<file path="src/rtl/trm_pkg.sv">
package trm_pkg;
  typedef enum logic {
    MODE_WORD  = 1'b0,
    MODE_TRAIN = 1'b1
  } trm_mode_e;
endpackage

</file>
<file path="src/rtl/trm_strobe.sv">
module trm_strobe
  import trm_pkg::*;
#(
  parameter int PINS  = 16,
  parameter int TRN   = 16,
  parameter int DLY_W = 4,
  localparam int SEL_W = $clog2(PINS),
  localparam int LEN_W = $clog2(TRN)
) (
  input  logic             clk,
  input  logic             rst,
  input  logic             cyc_start,
  input  trm_mode_e        mode_i,
  input  logic [PINS-1:0]  exp_i,
  input  logic [PINS-1:0]  care_i,
  input  logic [SEL_W-1:0] sel_i,
  input  logic [TRN-1:0]   pat_i,
  input  logic [LEN_W-1:0] len_i,
  input  logic [DLY_W-1:0] dly_i,
  input  logic [PINS-1:0]  dut_i,
  output logic             smp_v,
  output trm_mode_e        mode_o,
  output logic [PINS-1:0]  exp_o,
  output logic [PINS-1:0]  care_o,
  output logic [SEL_W-1:0] sel_o,
  output logic [TRN-1:0]   pat_o,
  output logic [LEN_W-1:0] len_o,
  output logic [PINS-1:0]  dut_o
);
  localparam logic [DLY_W-1:0] TICK_MAX = '1;

  logic [DLY_W-1:0] tick;
  logic [DLY_W-1:0] dly_q;
  logic             armed;

  // frame settings
  always_ff @(posedge clk) begin
    if (rst) begin
      mode_o <= MODE_WORD;
      exp_o  <= '0;
      care_o <= '0;
      sel_o  <= '0;
      pat_o  <= '0;
      len_o  <= '0;
      dly_q  <= '0;
    end else if (cyc_start) begin
      mode_o <= mode_i;
      exp_o  <= exp_i;
      care_o <= care_i;
      sel_o  <= sel_i;
      pat_o  <= pat_i;
      len_o  <= len_i;
      dly_q  <= dly_i;
    end
  end

  // tick counter and strobe capture
  always_ff @(posedge clk) begin
    if (rst) begin
      tick  <= '0;
      armed <= 1'b0;
      smp_v <= 1'b0;
      dut_o <= '0;
    end else if (cyc_start) begin
      tick  <= '0;
      armed <= 1'b1;
      smp_v <= 1'b0;
    end else begin
      if (tick != TICK_MAX) tick <= tick + 1'b1;
      if (armed && tick == dly_q) begin
        dut_o <= dut_i;
        armed <= 1'b0;
        smp_v <= 1'b1;
      end else begin
        smp_v <= 1'b0;
      end
    end
  end
endmodule

</file>
<file path="src/rtl/trm_compare.sv">
module trm_compare
  import trm_pkg::*;
#(
  parameter int PINS = 16,
  parameter int TRN  = 16,
  localparam int SEL_W = $clog2(PINS),
  localparam int LEN_W = $clog2(TRN)
) (
  input  logic             clk,
  input  logic             rst,
  input  logic             smp_v,
  input  trm_mode_e        mode,
  input  logic [PINS-1:0]  exp_w,
  input  logic [PINS-1:0]  care,
  input  logic [SEL_W-1:0] sel,
  input  logic [TRN-1:0]   pat,
  input  logic [LEN_W-1:0] len,
  input  logic [PINS-1:0]  dut,
  output logic [PINS-1:0]  diff,
  output logic             hit
);
  logic [LEN_W-1:0] pos;
  logic [PINS-1:0]  word_diff;
  logic [PINS-1:0]  train_diff;
  logic             t_ok;
  logic             t_last;

  assign word_diff = (dut ^ exp_w) & care;
  assign t_ok      = !care[sel] || (dut[sel] == pat[pos]);
  assign t_last    = (pos == len);

  for (genvar g = 0; g < PINS; g++) begin : g_tdiff
    assign train_diff[g] = (sel == SEL_W'(g)) && !t_ok;
  end

  always_comb begin
    if (mode == MODE_TRAIN) begin
      diff = train_diff;
      hit  = t_ok && t_last;
    end else begin
      diff = word_diff;
      hit  = ~|word_diff;
    end
  end

  // sliding train position
  always_ff @(posedge clk) begin
    if (rst) begin
      pos <= '0;
    end else if (smp_v) begin
      if (mode != MODE_TRAIN || !t_ok || t_last) pos <= '0;
      else                                       pos <= pos + 1'b1;
    end
  end
endmodule

</file>
<file path="src/rtl/trm_result.sv">
module trm_result #(
  parameter int PINS = 16
) (
  input  logic            clk,
  input  logic            rst,
  input  logic            smp_v,
  input  logic [PINS-1:0] diff,
  input  logic            hit,
  input  logic            clr_sticky,
  input  logic            br_ack,
  output logic [PINS-1:0] pin_fail,
  output logic            fail_now,
  output logic            sticky_fail,
  output logic            match,
  output logic            br_req
);
  always_ff @(posedge clk) begin
    if (rst) begin
      pin_fail <= '0;
      fail_now <= 1'b0;
      match    <= 1'b0;
    end else begin
      match <= smp_v && hit;
      if (smp_v) begin
        pin_fail <= diff;
        fail_now <= |diff;
      end
    end
  end

  always_ff @(posedge clk) begin
    if (rst)                  sticky_fail <= 1'b0;
    else if (smp_v && |diff)  sticky_fail <= 1'b1;
    else if (clr_sticky)      sticky_fail <= 1'b0;
  end

  always_ff @(posedge clk) begin
    if (rst)                br_req <= 1'b0;
    else if (br_req)        br_req <= !br_ack;
    else if (smp_v && hit)  br_req <= 1'b1;
  end
endmodule

</file>
<file path="src/rtl/trm_unit.sv">
module trm_unit
  import trm_pkg::*;
#(
  parameter int PINS  = 16,
  parameter int TRN   = 16,
  parameter int DLY_W = 4
) (
  input  logic                     clk,
  input  logic                     rst,
  input  logic                     cyc_start,
  input  logic                     mode_sel,
  input  logic [PINS-1:0]          exp_word,
  input  logic [PINS-1:0]          care,
  input  logic [$clog2(PINS)-1:0]  pin_sel,
  input  logic [TRN-1:0]           train_pat,
  input  logic [$clog2(TRN)-1:0]   train_len,
  input  logic [DLY_W-1:0]         strobe_dly,
  input  logic [PINS-1:0]          dut_pins,
  input  logic                     clr_sticky,
  input  logic                     br_ack,
  output logic [PINS-1:0]          pin_fail,
  output logic                     fail_now,
  output logic                     sticky_fail,
  output logic                     match,
  output logic                     br_req
);
  localparam int SEL_W = $clog2(PINS);
  localparam int LEN_W = $clog2(TRN);

  trm_mode_e        mode_q;
  logic [PINS-1:0]  exp_q, care_q, dut_q, diff;
  logic [SEL_W-1:0] sel_q;
  logic [TRN-1:0]   pat_q;
  logic [LEN_W-1:0] len_q;
  logic             smp_v, hit;

  trm_strobe #(.PINS(PINS), .TRN(TRN), .DLY_W(DLY_W)) u_strobe (
    .clk(clk), .rst(rst), .cyc_start(cyc_start),
    .mode_i(trm_mode_e'(mode_sel)), .exp_i(exp_word), .care_i(care),
    .sel_i(pin_sel), .pat_i(train_pat), .len_i(train_len),
    .dly_i(strobe_dly), .dut_i(dut_pins),
    .smp_v(smp_v), .mode_o(mode_q), .exp_o(exp_q), .care_o(care_q),
    .sel_o(sel_q), .pat_o(pat_q), .len_o(len_q), .dut_o(dut_q)
  );

  trm_compare #(.PINS(PINS), .TRN(TRN)) u_compare (
    .clk(clk), .rst(rst), .smp_v(smp_v), .mode(mode_q),
    .exp_w(exp_q), .care(care_q), .sel(sel_q), .pat(pat_q),
    .len(len_q), .dut(dut_q), .diff(diff), .hit(hit)
  );

  trm_result #(.PINS(PINS)) u_result (
    .clk(clk), .rst(rst), .smp_v(smp_v), .diff(diff), .hit(hit),
    .clr_sticky(clr_sticky), .br_ack(br_ack),
    .pin_fail(pin_fail), .fail_now(fail_now), .sticky_fail(sticky_fail),
    .match(match), .br_req(br_req)
  );
endmodule

</file>
<file path="config.mk">
export PLATFORM = sky130hd
export DESIGN_NAME = trm_unit
export DESIGN_NICKNAME = d
export VERILOG_FILES = /design/src/rtl/trm_pkg.sv /design/src/rtl/trm_strobe.sv /design/src/rtl/trm_compare.sv /design/src/rtl/trm_result.sv /design/src/rtl/trm_unit.sv
export SDC_FILE = /design/constraint.sdc
export NUM_CORES = 1
export LEC_CHECK = 0
export ABC_AREA = 1
export BUFFER_PORTS_ARGS = -buffer_cell sky130_fd_sc_hd__buf_2
export CORE_ASPECT_RATIO = 0.9
export CORE_MARGIN = 10
export CORE_UTILIZATION = 52
export CTS_BUF_LIST = sky130_fd_sc_hd__clkbuf_8
export DETAILED_ROUTE_END_ITERATION = 10
export PLACE_DENSITY = 0.79
export SYNTH_ARGS = -nofsm -noshare
export SYNTH_HDL_FRONTEND = slang
export SYNTH_HIERARCHICAL = 1
export SYNTH_SLANG_ARGS = --single-unit
</file>
<file path="constraint.sdc">
create_clock -name clk -period 1.9 [get_ports clk]
set_input_delay 0.19 -clock clk [delete_from_list [all_inputs] [get_ports clk]]
set_output_delay 0.19 -clock clk [all_outputs]
set_load 0.01 [all_outputs]
</file>
==> run summary <==
Sequential cell area -> 2150 um^2
Least-Margin Pin Slew -> 1010 ps
Mapped Nets -> 899
WHS Endpoint -> u_strobe/len_o[2]$_SDFFE_PP0P_
Post-synth ARST share -> 0%
CP max FO -> 8
Via count -> 5,439
Most used DFF post-synth -> dfxtp_1
Synth top area share -> 39.7%
Final #Nets -> 1,041
Multi-input logic area -> 2910 um^2
Endpoints failing setup -> 5
Starting Density -> 52.9%
Clk_skew -> 12.1 ps
CTS tree -> built
Hold Path Cell Cnt -> 3
Worst skew pair latency -> 380 ps
Synth top area cells -> dfxtp_1, nor2_1, nand2_1
Antenna viol nets, final -> 0
CTS buffer count -> 9
CP arrival -> 2420 ps
Reg2reg path depth -> 20
Root buf cell -> clkbuf_8
Row cnt -> 35
All-Layer GR Usage -> 19.3%
Clock Tree Buf Depth -> 2
Largest net degree at the start of global routing -> 77
Port Buf Inserts -> 101
Initial DRC count -> 410
Cell area after synthesis -> 5400 um^2
Failing checks -> setup timing
Tmin final -> 2100 ps
Crit path launch type -> flop
Gp weighted congestion -> 0.918
Hold path start -> train_len[2]
Fillers -> 900
Final setup margin -> -204 ps
Gr ovfl total -> 0
Max-Cap Viols -> 0
Period utilisation layout -> 111%
Crit. End Element -> flop
Crit Reg-Reg Endpoint -> u_result/sticky_fail$_SDFFE_PP0P_
Post-route DRC -> 0
Leak Pwr -> 3.33 nW
Initial antenna violation count -> 0
Pwr Total -> 4.65 mW
Layout cells sized above 1 -> 29.6%
Unrepaired setup endpoints after global routing -> yes
PD cells -> 686 nW/um^2
Synth cell types -> 33
Worst-path clk slew -> 110 ps
Largest area contributor in the netlist -> dfxtp_1
Vias/cell -> 4.99
Status -> finished, violations left
DR pass1 iterations -> 5
CORE AREA -> 10,200 um^2
Wirelength, routed -> 15,000 um
Number of global-route vias before repair -> 5,133
Worst hold path type -> input pin to flop
Final non-filler cell total -> 1,091
Top-count cell post-synth -> nor2_1
Critical path required time -> 2220 ps
Mapped Cells -> 815
Final hold violations -> 0
Synth warn -> 6
Fmax -> 475 MHz
Final Max Slew Viols -> 0
Layout area overhead -> 25.4%
I/O pin cnt -> 102
Avg Inst Size Synth -> 6.63 um^2
Drt wl/cell -> 13.7 um
Sequential fraction of the synthesis area -> 39.7%
Placed Cells -> 1,069
R2R Setup Slk -> -200 ps
Die Y -> 117 um
Synth top cells by count -> nor2_1, nand2_1, dfxtp_1, o21ai_0, inv_1
Die footprint -> 14,900 um^2
Post-DP HPWL -> 10,700 um
Maximum resistive drop on vdd -> 362 uV
Slew HR -> 32.5%
Number of enable flip-flop cells after synthesis -> 0
Clk sinks -> 107
H-Tree Depth -> 3
Reg2reg start -> u_strobe/sel_o[0]$_SDFFE_PP0P_
Die Wd -> 127 um
# diodes -> 0
#FFs+latches synth -> 107
First-pass GRT wire length -> 24,000 um
Setup CP Type -> flop to flop
per-stage QoR:
stage               cell area [um^2]  TNS, ps  hold slack (ps)  setup WS, ps  utilization [%]
global placement                6320     -310              382          -143             61.9
finish                          6770     -450             18.6          -204             66.4
detailed placement              6320     -605              384          -227             61.9
floorplan                       5400        0              259          56.9                -
global route                    6770    -3040             20.8          -385             66.4
CTS                             6590     -262             14.5          -134             64.6
layout by cell type, fill, tap and decap left out, types with 2 or more instances in the layout:
master	instances
nor2_8	2
inv_8	3
nor2_2	19
a21oi_2	3
inv_6	4
nand3_4	3
nand2_1	153
inv_1	74
xor2_1	9
dfxtp_1	104
a21oi_1	15
nor2_4	6
nand3_2	4
nor3_1	6
nand4_1	21
nor2_1	176
nand2_2	38
o21ai_1	9
inv_2	10
buf_2	101
o21ai_0	77
xnor2_1	4
buf_6	4
clkbuf_8	9
buf_4	58
nand3_1	22
ha_1	2
dfxtp_2	2
nand2_4	2
o21ai_2	9
critical path, cell delays in order, from the launching register on:
cell and delay (ps):
dfxtp_4 390, buf_8 150, nand2_2 50, nand2_1 50, nand2_1 50, nand2_1 60
nand2_1 70, nand2_2 70, inv_2 60, nand2_2 70, nand2_4 100, nand3_4 140
nor2_4 210, nand2_2 80, nand2_2 90, nor2_2 50, nand2_1 60, nor2_1 40
nand2_1 70, nand2_2 60, a21oi_2 130
sequential cells by signal, summed over array words and instances, names as in the netlist, 16 cells and up:
signal             cells
u_strobe/dut_o        16
u_result/pin_fail     16
u_strobe/pat_o        16
u_strobe/care_o       16
u_strobe/exp_o        16
worst max path at each step:
stage / from / endpoint / slack [ps] / cells after the start
3_5_place_dp: u_strobe/sel_o[0]$_SDFFE_PP0P_ / u_result/sticky_fail$_SDFFE_PP0P_ / -230 / 20
6_report: u_strobe/sel_o[0]$_SDFFE_PP0P_ / u_result/sticky_fail$_SDFFE_PP0P_ / -200 / 20
5_1_grt: u_strobe/sel_o[0]$_SDFFE_PP0P_ / u_result/sticky_fail$_SDFFE_PP0P_ / -390 / 20
2_1_floorplan: u_strobe/sel_o[0]$_SDFFE_PP0P_ / u_result/fail_now$_SDFFE_PP0P_ / 60 / 20
3_3_place_gp: u_compare/pos[0]$_SDFFE_PP0P_ / u_result/sticky_fail$_SDFFE_PP0P_ / -140 / 17
4_1_cts: u_compare/pos[0]$_SDFFE_PP0P_ / u_result/sticky_fail$_SDFFE_PP0P_ / -130 / 18
report_power, final:
| group | switching (mW) | leakage, nW | internal (mW) |
|---|---|---|---|
| Sequential | 0.0863 | 0.881 | 2.36 |
| Clock | 0.855 | 0.0951 | 0.514 |
| Combinational | 0.487 | 2.36 | 0.341 |
area by class of cell:
class                      instances  area share [%]
clock buffer                       9            1.83
clock inverter                     7           0.961
inverter                          86            4.92
multi-input combinational        587            42.9
sequential                       107            31.7
tap                              129            2.38
timing repair buffer             166            15.2
metal layers:
layer  vias up  wire, um  GRT usage (%)
met5         -         0              0
met4         0       320           6.14
li1       2839         -              -
met2       187      6720           30.0
met1      2385      6780           25.8
met3        28      1150           4.63
cells by family after synthesis:
kind of cell	share of synthesized area (%)
compound gates	11.4
fa+ha+maj	0.463
xor+xnor	2.11
flops	39.7
buf+inv	9.99
simple gates	36.4
what timing repair did:
action / CTS / global route
setup endpoints to repair: 19 / 21
gates cloned: 1 / 0
buffers inserted: 2 / 4
hold buffers: 1 / 0
endpoints found under the hold margin: 1 / 0
resized for setup: 19 / 55
pin swaps: 14 / 34
No activity file was read; power rests on OpenSTA's default activity.
